--- src/rtl/pmu_pkg.sv ---
package pmu_pkg;
   typedef enum logic [2:0] {
      PM_SETTLE = 3'd0,
      PM_RUN    = 3'd1,
      PM_IDLE   = 3'd2,
      PM_PDOWN  = 3'd3,
      PM_SYSOFF = 3'd4
   } pm_state_e;
endpackage

--- src/rtl/pmu_wake_merge.sv ---
module pmu_wake_merge #(
   parameter int unsigned N_EXT       = 7,
   parameter int unsigned N_EVT       = 3,
   parameter int unsigned N_AUX       = 5,
   parameter int unsigned SYNC_STAGES = 2
) (
   input  logic             clk,
   input  logic             rst_n,
   input  logic [N_EXT-1:0] ext_irq,
   input  logic [N_EVT-1:0] sys_evt,
   input  logic [N_AUX-1:0] aux_irq,
   output logic             int0_s,
   output logic             int1_s,
   output logic [N_AUX-1:0] aux_s
);
   localparam int unsigned W = N_AUX + 2;

   logic         merged0;
   logic [W-1:0] raw;
   logic [W-1:0] synced;

   // upper external lines and internal events share interrupt 0
   assign merged0 = ext_irq[0] | (|ext_irq[N_EXT-1:2]) | (|sys_evt);
   assign raw     = {aux_irq, ext_irq[1], merged0};

   if (SYNC_STAGES == 0) begin : g_comb
      assign synced = raw;
   end else begin : g_sync
      logic [W-1:0] stg [SYNC_STAGES];
      always_ff @(posedge clk or negedge rst_n) begin
         if (!rst_n) begin
            for (int i = 0; i < int'(SYNC_STAGES); i++) stg[i] <= '0;
         end else begin
            stg[0] <= raw;
            for (int i = 1; i < int'(SYNC_STAGES); i++) stg[i] <= stg[i-1];
         end
      end
      assign synced = stg[SYNC_STAGES-1];
   end

   assign int0_s = synced[0];
   assign int1_s = synced[1];
   assign aux_s  = synced[W-1:2];
endmodule

--- src/rtl/pmu_settle_cnt.sv ---
module pmu_settle_cnt #(
   parameter int unsigned TOTAL     = 4164,
   parameter int unsigned CLK_ON_AT = 4160,
   parameter int unsigned CNT_W     = 13
) (
   input  logic clk,
   input  logic rst_n,
   input  logic run,
   output logic done,
   output logic clk_ok
);
   logic [CNT_W-1:0] cnt;

   assign done   = (cnt == CNT_W'(TOTAL - 1));
   assign clk_ok = (cnt >= CNT_W'(CLK_ON_AT));

   always_ff @(posedge clk or negedge rst_n) begin
      if (!rst_n)        cnt <= '0;
      else if (!run)     cnt <= '0;
      else if (done)     cnt <= '0;
      else               cnt <= cnt + 1'b1;
   end
endmodule

--- src/rtl/pmu_mode_fsm.sv ---
module pmu_mode_fsm
   import pmu_pkg::*;
#(
   parameter int unsigned N_AUX = 5
) (
   input  logic             clk,
   input  logic             rst_n,
   input  logic             pctl_wr,
   input  logic             pctl_idle,
   input  logic             pctl_pd,
   input  logic             sysctl_wr,
   input  logic             sysctl_off,
   input  logic             int0_s,
   input  logic             int1_s,
   input  logic [N_AUX-1:0] aux_s,
   input  logic             int0_en,
   input  logic             int1_en,
   input  logic [N_AUX-1:0] aux_en,
   input  logic             settle_done,
   output pm_state_e        state
);
   pm_state_e nxt;
   logic      armed;
   logic      wake_deep;
   logic      wake_any;

   assign wake_deep = (int0_s & int0_en) | (int1_s & int1_en);
   assign wake_any  = wake_deep | (|(aux_s & aux_en));

   always_comb begin
      nxt = state;
      unique case (state)
         PM_SETTLE: if (settle_done) nxt = PM_RUN;
         PM_RUN: begin
            if (pctl_wr) begin
               if (pctl_pd)        nxt = armed ? PM_SYSOFF : PM_PDOWN;
               else if (pctl_idle) nxt = PM_IDLE;
            end
         end
         PM_IDLE:   if (wake_any)  nxt = PM_RUN;
         PM_PDOWN:  if (wake_deep) nxt = PM_RUN;
         PM_SYSOFF: if (wake_deep) nxt = PM_SETTLE;
         default:                  nxt = PM_SETTLE;
      endcase
   end

   always_ff @(posedge clk or negedge rst_n) begin
      if (!rst_n) begin
         state <= PM_SETTLE;
         armed <= 1'b0;
      end else begin
         state <= nxt;
         if (state == PM_SYSOFF && wake_deep)   armed <= 1'b0;
         else if (state == PM_RUN && sysctl_wr) armed <= sysctl_off;
      end
   end
endmodule

--- src/rtl/pmu_sleep_ctrl.sv ---
module pmu_sleep_ctrl
   import pmu_pkg::*;
#(
   parameter int unsigned N_EXT       = 7,
   parameter int unsigned N_EVT       = 3,
   parameter int unsigned N_AUX       = 5,
   parameter int unsigned SYNC_STAGES = 2,
   parameter int unsigned OSC_WAIT    = 4096,
   parameter int unsigned LOCK_WAIT   = 64,
   parameter int unsigned CLK_LEAD    = 4
) (
   input  logic             clk,
   input  logic             rst_n,
   input  logic             pctl_wr,
   input  logic             pctl_idle,
   input  logic             pctl_pd,
   input  logic             sysctl_wr,
   input  logic             sysctl_off,
   input  logic [N_EXT-1:0] ext_irq,
   input  logic             int0_en,
   input  logic             int1_en,
   input  logic [N_EVT-1:0] sys_evt,
   input  logic [N_AUX-1:0] aux_irq,
   input  logic [N_AUX-1:0] aux_en,
   output logic             core_clk_en,
   output logic             periph_clk_en,
   output logic             osc_off_req,
   output logic             core_rst,
   output logic             irq0_wake
);
   localparam int unsigned SETTLE_TOTAL = OSC_WAIT + LOCK_WAIT + CLK_LEAD;
   localparam int unsigned CLK_ON_AT    = OSC_WAIT + LOCK_WAIT;
   localparam int unsigned CNT_W        = $clog2(SETTLE_TOTAL);

   if (N_EXT < 3) begin : g_bad_ext
      $error("pmu_sleep_ctrl: N_EXT must be at least 3");
   end
   if (N_EVT < 1 || N_AUX < 1) begin : g_bad_src
      $error("pmu_sleep_ctrl: N_EVT and N_AUX must be at least 1");
   end
   if (CLK_LEAD < 1) begin : g_bad_lead
      $error("pmu_sleep_ctrl: CLK_LEAD must be at least 1");
   end

   pm_state_e        state;
   logic             int0_s;
   logic             int1_s;
   logic [N_AUX-1:0] aux_s;
   logic             settle_done;
   logic             settle_clk_ok;

   pmu_wake_merge #(
      .N_EXT(N_EXT), .N_EVT(N_EVT), .N_AUX(N_AUX), .SYNC_STAGES(SYNC_STAGES)
   ) u_merge (
      .clk(clk), .rst_n(rst_n), .ext_irq(ext_irq), .sys_evt(sys_evt),
      .aux_irq(aux_irq), .int0_s(int0_s), .int1_s(int1_s), .aux_s(aux_s)
   );

   pmu_settle_cnt #(
      .TOTAL(SETTLE_TOTAL), .CLK_ON_AT(CLK_ON_AT), .CNT_W(CNT_W)
   ) u_settle (
      .clk(clk), .rst_n(rst_n), .run(state == PM_SETTLE),
      .done(settle_done), .clk_ok(settle_clk_ok)
   );

   pmu_mode_fsm #(.N_AUX(N_AUX)) u_fsm (
      .clk(clk), .rst_n(rst_n), .pctl_wr(pctl_wr), .pctl_idle(pctl_idle),
      .pctl_pd(pctl_pd), .sysctl_wr(sysctl_wr), .sysctl_off(sysctl_off),
      .int0_s(int0_s), .int1_s(int1_s), .aux_s(aux_s), .int0_en(int0_en),
      .int1_en(int1_en), .aux_en(aux_en), .settle_done(settle_done),
      .state(state)
   );

   assign core_clk_en   = (state == PM_RUN) | ((state == PM_SETTLE) & settle_clk_ok);
   assign periph_clk_en = core_clk_en | (state == PM_IDLE);
   assign osc_off_req   = (state == PM_SYSOFF);
   assign core_rst      = (state == PM_SETTLE);
   assign irq0_wake     = int0_s;
endmodule

--- config.mk ---
export PLATFORM = sky130hd
export DESIGN_NAME = pmu_sleep_ctrl
export DESIGN_NICKNAME = d
export VERILOG_FILES = /design/src/rtl/pmu_pkg.sv /design/src/rtl/pmu_wake_merge.sv /design/src/rtl/pmu_settle_cnt.sv /design/src/rtl/pmu_mode_fsm.sv /design/src/rtl/pmu_sleep_ctrl.sv
export SDC_FILE = /design/constraint.sdc
export NUM_CORES = 1
export LEC_CHECK = 0
export ABC_CLOCK_PERIOD_IN_PS = 3300
export CORE_ASPECT_RATIO = 1.2
export CORE_MARGIN = 2
export CORE_UTILIZATION = 40
export DETAILED_ROUTE_END_ITERATION = 8
export DONT_BUFFER_PORTS = 1
export PLACE_DENSITY_LB_ADDON = 0.08
export RECOVER_POWER = 50
export SLEW_MARGIN = 0
export SYNTH_ARGS = -nofsm -noshare
export SYNTH_HDL_FRONTEND = slang
export SYNTH_SLANG_ARGS = --single-unit
--- constraint.sdc ---
create_clock -name clk -period 3.3 [get_ports clk]
set_input_delay 0.33 -clock clk [delete_from_list [all_inputs] [get_ports clk]]
set_output_delay 0.33 -clock clk [all_outputs]
set_load 0.02 [all_outputs]
==> flow_summary_export.csv <==
group,metric,value,unit
global_routing,grt_pass1_wl,4.26,mm
power,sw_frac_of_total,0.347,
clock_network,clk_latency,0.28,ns
routing,drt_iter0_markers,50,
sta,finalMaxSlewViolations,32,
setup_path,critPathLaunchType,"flip-flop",
die,fp-row-count,23,
setup_path,r2r_slack,1.35,ns
sta,worst_pin_slew,1.64,ns
cells_and_area,ff_latch_area,776,µm²
synth,synthFlopType,"dfrtp_1",
setup_path,critPathKind,"reg2out",
hold_path,hold_path_depth,0,
clock_network,post_cts_resized,0,
clock_network,root_buffer,"clkbuf_8",
setup_path,worstPathArrival,1.92,ns
die,start_util,0.412,
setup_path,rr_endpoint,"u_fsm.state[0]$_DFFE_PN0P_",
cells_and_area,layout_commonest_cell,"dfrtp_1",
clock_network,cts_tree,"yes",
synth,syn_area,0.00136,mm²
power,power.leakage,0.000585,µW
placed_design,dpl.hpwl,1.74,mm
sta,fin_crit,2.25,ns
die,io_pins,34,
setup_path,worst-path-buf-inv,0,
setup_path,r2r_cells,3,
power,internal_power,639,µW
global_routing,overflow,0,
clock_network,cts.sinks,31,
synth,synth_edf_count,0,
cells_and_area,finish.net_count,159,
hold_path,hold_path.class,"in2reg",
synth,synth_area_leaders,"dfrtp_1 57%, xnor2_1 5.1%, nor2_2 4.6%",
die,fp.coreArea,0.00331,mm²
power,powerDensity,651,mW/mm²
routing,detail_route.wl_per_cell,14.7,µm
clock_network,clock_path_buffers,2,
sta,relSlewSlack,-0.0941,
power,vdd_ir_drop_max,0.327,mV
synth,yosys_warnings,0,
power,finalPower,979,µW
placed_design,numPortBuffers,0,
synth,syn_nets,152,
sta,rsz0062_at_grt,"false",
power,pwr-share-clk,0.306,
routing,wirelength,2.44,mm
die,die-area,0.00389,mm²
global_routing,grt_max_degree,32,
setup_path,worstPathRequired,2.97,ns
routing,vias_per_cell,5.34,
die,die_h,68.0,µm
outcome,violations,"max-capacitance violations, max-slew violations",
hold_path,worstHoldStart,"aux_irq[0]",
cells_and_area,multi_input_area,543,µm²
global_routing,grt_pass1_vias,943,
cells_and_area,diodes,0,
flow_run,drv_cap,1,
setup_path,path_max_fanout,3,
cells_and_area,fillers,307,
cells_and_area,final_cell_area,0.00150,mm²
cells_and_area,layoutNonFillerInstCount,166,
synth,ys_types,34,
synth,synth_cells,121,
placed_design,place_inst,156,
routing,ant_nets,0,
setup_path,crit_chain,"or4_4 > nor4_1 > nor2_1 > o21bai_1",
power,p_sw,340,µW
synth,synth_top_cell_by_area,"dfrtp_1",
routing,vias,886,
clock_network,postCtsSetupRepairBufs,0,
clock_network,clk_pin_slew,0.07,ns
synth,ys_seq_elements,31,
setup_path,crit_family,"simple AND/OR/NAND/NOR gates",
synth,synth_top_area_share,0.569,
hold_path,whs_endpoint,"u_merge.g_sync.stg[9]$_DFF_PN0_",
outcome,status,"complete, but fails checks",
cells_and_area,drive_above_1_share,0.163,
sta,tns,0,ns
die,fp.dieW,57.3,µm
sta,setup_violations,0,
clock_network,h-tree-depth,2,
clock_network,cts_inserted_buffers,5,
power,p_seq_frac,0.474,
cells_and_area,fin_util,0.454,
sta,finalHoldViolCount,0,
sta,fin_skew,0.00264,ns
setup_path,endpoint_kind,"output port",
routing,drcViolationCount,0,
global_routing,antenna_found_initial,0,
synth,async_flop_share,1.00,
setup_path,max_stage_delay,0.56,ns
synth,ys_seq_area_frac,0.569,
placed_design,place.gp.congestion,0.788,
setup_path,worstReg2RegStart,"u_settle.cnt[10]$_DFF_PN0_",
cells_and_area,area_delta_synth_final,10.2,%
clock_network,hold_buffers,2,
sta,min_period_over_period,0.683,
sta,max_freq,444,MHz
cells_and_area,final_cell_mix,"31 x dfrtp_1, 10 x nor2_2, 9 x nor2_1",
placed_design,place_area,0.00140,mm²
routing,drt_pass1_iterations,4,
setup_path,cpMaxStageDelayCell,"or4_4",
global_routing,grt_usage,0.148,
power,comb_power_share,0.220,
synth,syn_avg_cell_area,11.3,µm²
==> routing by layer <==
metal  part of all wire  global-route usage  up-vias
met5                  0                   0        -
met4              0.019              0.0872        0
met3              0.045              0.0340        4
met2               0.50               0.247       24
met1               0.44               0.175      427
li1                   -                   -      431
==> layout make-up <==
type / count / share of cell area
well taps: 37 / 0.0308
clock inverters: 3 / 0.0167
repair buffers: 2 / 0.00916
inverters: 8 / 0.0200
flip-flops and latches: 31 / 0.516
multi-input cells: 80 / 0.361
clock buffers: 5 / 0.0458
==> power by group through the flow <==
| stage | registers, µW | logic, µW | clock network (µW) |
|---|---|---|---|
| 4_1_cts | 464 | 222 | 315 |
| 3_5_place_dp | 471 | 210 | 0 |
| 5_1_grt | 470 | 241 | 328 |
| 6_report | 464 | 215 | 299 |
| 3_3_place_gp | 470 | 207 | 0 |
| 2_1_floorplan | 448 | 205 | 0 |
==> registers in the layout, summed over array words and instances, names as in the netlist <==
register and flops:
u_fsm.armed 1, u_fsm.state 3, u_merge.g_sync.stg 7, u_merge.synced 7, u_settle.cnt 13
==> per-stage QoR <==
step	hold slack, ns	worst slack (ns)
final	0.0731	1.05
after global routing	0.0501	0.856
after CTS	0.0590	1.03
after detailed placement	0.0350	1.34
after global placement	0.0350	1.36
after floorplan	0.0344	1.44
==> how the worst max path moves through the flow <==
stage                                     from                        end  slack (ns)  cells after the start
finish              u_settle.cnt[10]$_DFF_PN0_              periph_clk_en        1.05                      4
global route                             rst_n  u_settle.cnt[3]$_DFF_PN0_        0.86                      2
CTS                 u_settle.cnt[10]$_DFF_PN0_              periph_clk_en        1.03                      4
detailed placement  u_settle.cnt[10]$_DFF_PN0_              periph_clk_en        1.34                      4
global placement    u_settle.cnt[10]$_DFF_PN0_              periph_clk_en        1.36                      4
floorplan           u_settle.cnt[10]$_DFF_PN0_              periph_clk_en        1.44                      4
==> kinds of logic after synthesis <==
group	after synthesis	share of synthesized area
mux	1	0.00734
flops	31	0.569
compound gates	13	0.0761
fa+ha+maj	2	0.0183
simple gates	53	0.226
buf+inv	10	0.0330
xor+xnor	11	0.0706
==> cell usage after synthesis (2+ instances only) <==
cell type	count
xor2_1	3
nand2_1	3
nor2_1	9
o21ai_0	3
nand3_1	7
nand2b_1	3
xnor2_1	8
nor4_1	5
nor2_2	10
ha_1	2
a22oi_1	2
nand4_1	3
dfrtp_1	31
inv_1	8
a21oi_1	2
nor3_1	3
nor2b_1	2
(Power assumes the default switching activity.)
